--- config.mk ---
export PLATFORM = sky130hd
export DESIGN_NAME = addr_reloc
export DESIGN_NICKNAME = d
export VERILOG_FILES = /design/src/rtl/addr_reloc.sv
export SDC_FILE = /design/constraint.sdc
export NUM_CORES = 1
export LEC_CHECK = 0
export ABC_AREA = 1
export ABC_CLOCK_PERIOD_IN_PS = 4800
export BUFFER_PORTS_ARGS = -buffer_cell sky130_fd_sc_hd__buf_2
export CORE_ASPECT_RATIO = 0.6
export CORE_MARGIN = 3
export CORE_UTILIZATION = 34
export DETAILED_ROUTE_END_ITERATION = 6
export PLACE_DENSITY = 0.62
export REMOVE_ABC_BUFFERS = 1
export SYNTH_ARGS = -nofsm -noshare
export SYNTH_HDL_FRONTEND = slang
export SYNTH_SLANG_ARGS = --single-unit
--- constraint.sdc ---
create_clock -name clk -period 4.8 [get_ports clk]
set_clock_uncertainty 0.15 [all_clocks]
set_input_delay 0.24 -clock clk [delete_from_list [all_inputs] [get_ports clk]]
set_output_delay 0.24 -clock clk [all_outputs]
set_load 0.01 [all_outputs]
--- src/rtl/addr_reloc.sv ---
module addr_reloc #(
  parameter int VA_W = 16,
  parameter int PA_W = 20
) (
  input  logic            clk,
  input  logic            rst_n,
  input  logic            req_valid,
  input  logic [VA_W-1:0] req_vaddr,
  input  logic            req_is_fetch,
  input  logic            req_write,
  input  logic            cpu_kernel,
  input  logic            cfg_we,
  input  logic [1:0]      cfg_sel,
  input  logic [PA_W-1:0] cfg_wdata,
  output logic            mem_valid,
  output logic [PA_W-1:0] mem_paddr,
  output logic            mem_write,
  output logic            flt_valid,
  output logic            flt_fetch,
  output logic            priv_viol
);
  localparam int PAD = PA_W - VA_W;

  logic [PA_W-1:0] code_base, code_lim, data_base, data_lim;
  logic [PA_W-1:0] sel_base, sel_lim, va_ext;
  logic [PA_W:0]   sum;
  logic            legal;

  assign va_ext   = {{PAD{1'b0}}, req_vaddr};
  assign sel_base = req_is_fetch ? code_base : data_base;
  assign sel_lim  = req_is_fetch ? code_lim  : data_lim;
  assign sum      = {1'b0, sel_base} + {1'b0, va_ext};
  assign legal    = (va_ext < sel_lim) && !sum[PA_W];

  always_ff @(posedge clk) begin
    if (!rst_n) begin
      code_base <= '0;
      code_lim  <= '0;
      data_base <= '0;
      data_lim  <= '0;
      priv_viol <= 1'b0;
    end else begin
      priv_viol <= cfg_we && !cpu_kernel;
      if (cfg_we && cpu_kernel) begin
        case (cfg_sel)
          2'd0: code_base <= cfg_wdata;
          2'd1: code_lim  <= cfg_wdata;
          2'd2: data_base <= cfg_wdata;
          default: data_lim <= cfg_wdata;
        endcase
      end
    end
  end

  always_ff @(posedge clk) begin
    if (!rst_n) begin
      mem_valid <= 1'b0;
      mem_paddr <= '0;
      mem_write <= 1'b0;
      flt_valid <= 1'b0;
      flt_fetch <= 1'b0;
    end else begin
      mem_valid <= req_valid && legal;
      flt_valid <= req_valid && !legal;
      mem_paddr <= (req_valid && legal) ? sum[PA_W-1:0] : '0;
      mem_write <= req_valid && legal && req_write;
      flt_fetch <= req_valid && !legal && req_is_fetch;
    end
  end
endmodule


==> flow_summary.ini <==
[global_routing]
grt_first_pass_wirelength_um = 23390
first_global_vias = 4590
globalRoute.totalOverflow = 0
grt_max_degree = 83
grt_util_all_layers = 0.1653
number_of_antenna_violations_at_the_first_check_in_global_routing = 0

[floorplan]
dieArea_um2 = 17570
core_um2 = 15500
start_util = 0.3503
pin_count = 70
die_w_um = 169.2
core.rowCount = 35
die-height_um = 103.9

[clocking]
clk_root_buffer_cell = sky130_fd_sc_hd__clkbuf_16
clock_latency_ps = 360
clock_buffers_created_by_tritoncts = 9
tritoncts = yes
cts_max_path_buffers = 2
cts.sink_count = 105
cts-resized-gates = 0
htree_num_levels = 3
clk_pin_slew_ps = 80

[timing]
setup_ws_ps = 1972
setup-violations-final = 0
tns_setup_ps = 0
timing.slew.headroom = 0.4475
tightestPinTransition_ps = 827.8
maximum_frequency_from_static_timing_analysis_mhz = 353.6
layout_worst_path_cycle_share = 0.5892
rsz0062_at_grt = false
final-hold-violation-count = 0
slew_violations = 0
finalWorstPathRequiredPeriod_ps = 2828

[detailed_routing]
drtIter0Drc = 364
routed_via_density = 4.706
dr.pass1.iters = 5
met2_length_um = 5921
route.layer.met1.wl_um = 7647
highest-signal-layer = met4
met3RoutedLength_um = 783
wl_um = 14480
ant_nets = 0
wl_per_cell_um = 13.67
via_count = 4984
drc = 0

[synthesis]
synthesized_area_per_cell_um2 = 6.848
synth.lib_cells_used.distinct = 31
synth_sequential_area_ratio = 0.3871
total_of_warnings_raised_by_yosys = 0
synthesis.instances = 793
syn_std_cell_area_um2 = 5430
yosys_register_bits = 105

[critical_path]
required_worst_endpoint_ps = 4930
crit_arrival_ps = 2960
critPathSlowestCell = sky130_fd_sc_hd__nand3_2
worstSetupEndpointType = register
crit_buf_inv = 2
timing.setup.critical_path_class = input port to register
ff2ff_path_depth = 11
slowest_delay_ps = 550
critPathMaxFanout = 38
regToRegSetupSlack_ps = 2040
worst_path_most_repeated_cell = sky130_fd_sc_hd__nand3_1
setup.worst_path.start_class = input port
timing.critical_path.cells = buf_2, buf_4, nand2_1, nand2_1, ha_1, fa_1, nand3_1, nand3_1, nand3_1, nor2_1, a21oi_2, nand3_2, nor2_2
rr_startpoint = data_base[0]$_SDFFE_PN0P_
cpLargestDelayFamily = simple AND/OR/NAND/NOR gates
worstReg2RegEnd = mem_paddr[2]$_SDFF_PN0_

[outcome]
outcome = completed

[placement]
placement.io_buffers = 69
dpl-instance-area_um2 = 5932
place.detailed.hpwl_um = 10340
cell_total_after_placement = 1040
pre_cts_ws_ps = 1588
gp_congestion = 0.8923

[layout]
fill_cells = 1645
layout.cells.most_common = sky130_fd_sc_hd__nand2_1
final_net_count = 928
area.growth.synth_to_final_pct = 15.69
insertedDiodeCount = 0
mostFrequentLayoutCells = sky130_fd_sc_hd__nand2_1, sky130_fd_sc_hd__nor2_1, sky130_fd_sc_hd__dfxtp_1
final_cells = 1059
final_design_area_excluding_fillers_um2 = 6282
share_of_layout_cells_above_drive_strength_1 = 0.1507

[min_path]
classification_of_the_worst_slack_hold_path = input port to register
worstHoldStart = cfg_wdata[18]
worst_hold_path.endpoint = data_lim[18]$_SDFFE_PN0P_
hold-path-cell-count = 3

[power_and_ir_drop]
static-leakage-power_uw = 0.003258
peakVddDrop_uv = 143.2
power_density_nw_per_um2 = 316.8

[run]
drv_cap = 0
kinds of logic after synthesis:
kind of cell               after synthesis  synth area share
AOI/OAI and AO/OA                      111            0.1051
xor gates and xnor gates                11           0.01774
adders and majority gates               32           0.07511
buffers and inverters                  108           0.08134
DFF                                    105            0.3871
muxes                                   15           0.02765
and+or+nand+nor                        411            0.3060
synthesized netlist by cell type:
cell                       instances  area share
sky130_fd_sc_hd__xnor2_1           4      0.0065
sky130_fd_sc_hd__o21ai_0          37       0.034
sky130_fd_sc_hd__o21ai_2           1      0.0016
sky130_fd_sc_hd__a21o_1            1      0.0014
sky130_fd_sc_hd__a21oi_1          25       0.023
sky130_fd_sc_hd__clkbuf_1         21       0.015
sky130_fd_sc_hd__xor2_1            7       0.011
sky130_fd_sc_hd__buf_1             1     0.00069
sky130_fd_sc_hd__clkinv_1          3      0.0021
sky130_fd_sc_hd__mux2i_1          15       0.028
sky130_fd_sc_hd__o21ai_1          44       0.041
sky130_fd_sc_hd__nor3_1            2      0.0018
sky130_fd_sc_hd__buf_6             4      0.0083
sky130_fd_sc_hd__o21bai_1          1      0.0014
sky130_fd_sc_hd__o21a_1            1      0.0014
sky130_fd_sc_hd__nor2_2           20       0.023
sky130_fd_sc_hd__nor3_2            2      0.0037
sky130_fd_sc_hd__nand3_2           1      0.0018
sky130_fd_sc_hd__inv_1            64       0.044
sky130_fd_sc_hd__nand3b_1          4      0.0055
sky130_fd_sc_hd__fa_1              1      0.0037
sky130_fd_sc_hd__ha_1             31       0.071
sky130_fd_sc_hd__nand2_2           1      0.0012
sky130_fd_sc_hd__nand3_1          22       0.020
sky130_fd_sc_hd__nor2_1          177        0.12
sky130_fd_sc_hd__dfxtp_1         105        0.39
sky130_fd_sc_hd__buf_2             5      0.0046
sky130_fd_sc_hd__a21oi_2           1      0.0016
sky130_fd_sc_hd__nand2_1         181        0.13
sky130_fd_sc_hd__nand4_1           1      0.0012
sky130_fd_sc_hd__inv_2            10      0.0069
worst reg2reg max path, stage by stage, from the launching register on:
cell                      delay, ps
sky130_fd_sc_hd__dfxtp_1        310
sky130_fd_sc_hd__nand2_1         60
sky130_fd_sc_hd__nand2_1         60
sky130_fd_sc_hd__ha_1           230
sky130_fd_sc_hd__fa_1           450
sky130_fd_sc_hd__nand3_1        100
sky130_fd_sc_hd__nand3_1        170
sky130_fd_sc_hd__nand3_1        150
sky130_fd_sc_hd__nor2_1          70
sky130_fd_sc_hd__a21oi_2        140
sky130_fd_sc_hd__nand3_2        550
sky130_fd_sc_hd__nor2_2         250
area by class of cell:
type	instances	area, um^2	share of cell area
Timing Repair Buffer	78	420.4	0.06692
Tap cell	203	254.0	0.04043
Multi-Input combinational cell	580	2897	0.4611
Clock inverter	7	95.09	0.01514
Inverter	77	289.0	0.04601
Clock buffer	9	225.2	0.03585
Sequential cell	105	2102	0.3346
state kept, by name, summed over array words and instances, names as in the netlist:
| signal | cells |
|---|---|
| code_base | 20 |
| code_lim | 20 |
| data_base | 20 |
| data_lim | 20 |
| flt_fetch | 1 |
| flt_valid | 1 |
| mem_paddr | 20 |
| mem_valid | 1 |
| mem_write | 1 |
| priv_viol | 1 |
worst max path at each step:
stage / cells after the start / end / startpoint
after global routing: 13 / mem_write$_SDFF_PN0_ / req_is_fetch
final: 13 / mem_paddr[2]$_SDFF_PN0_ / req_is_fetch
after global placement: 13 / mem_paddr[19]$_SDFF_PN0_ / req_is_fetch
after CTS: 13 / mem_paddr[2]$_SDFF_PN0_ / req_is_fetch
after floorplan: 5 / data_lim[0]$_SDFFE_PN0P_ / cpu_kernel
after detailed placement: 13 / mem_paddr[2]$_SDFF_PN0_ / req_is_fetch
stage by stage:
| stage | total power, uW | utilization | hold WS [ps] |
|---|---|---|---|
| after CTS | 2008 | 0.4052 | 1.700 |
| after floorplan | 1100 | - | 161.5 |
| after detailed placement | 1207 | 0.3826 | 264.4 |
| final | 1990 | 0.4052 | 6.586 |
| after global routing | 2084 | 0.4052 | 16.91 |
| after global placement | 1205 | 0.3826 | 266.1 |
where the power goes:
| group | total, uW | internal, uW | switching (uW) |
|---|---|---|---|
| clock network | 800 | 423 | 377 |
| registers | 917 | 904 | 12.9 |
| logic | 273 | 96.4 | 177 |
| total | 1990 | 1420 | 567 |
layer usage:
layer	vias to the layer above	GRT usage
li1	2605	-
met1	2236	0.2480
met2	130	0.2433
met3	13	0.03418
met4	0	0.03559
met5	-	0
timing repair:
action | CTS | global route
setup buffers | 0 | 0
hold buffers | 3 | 0
hold endpoints to repair | 2 | 0
Note: power is estimated with default switching activity, not from simulation.
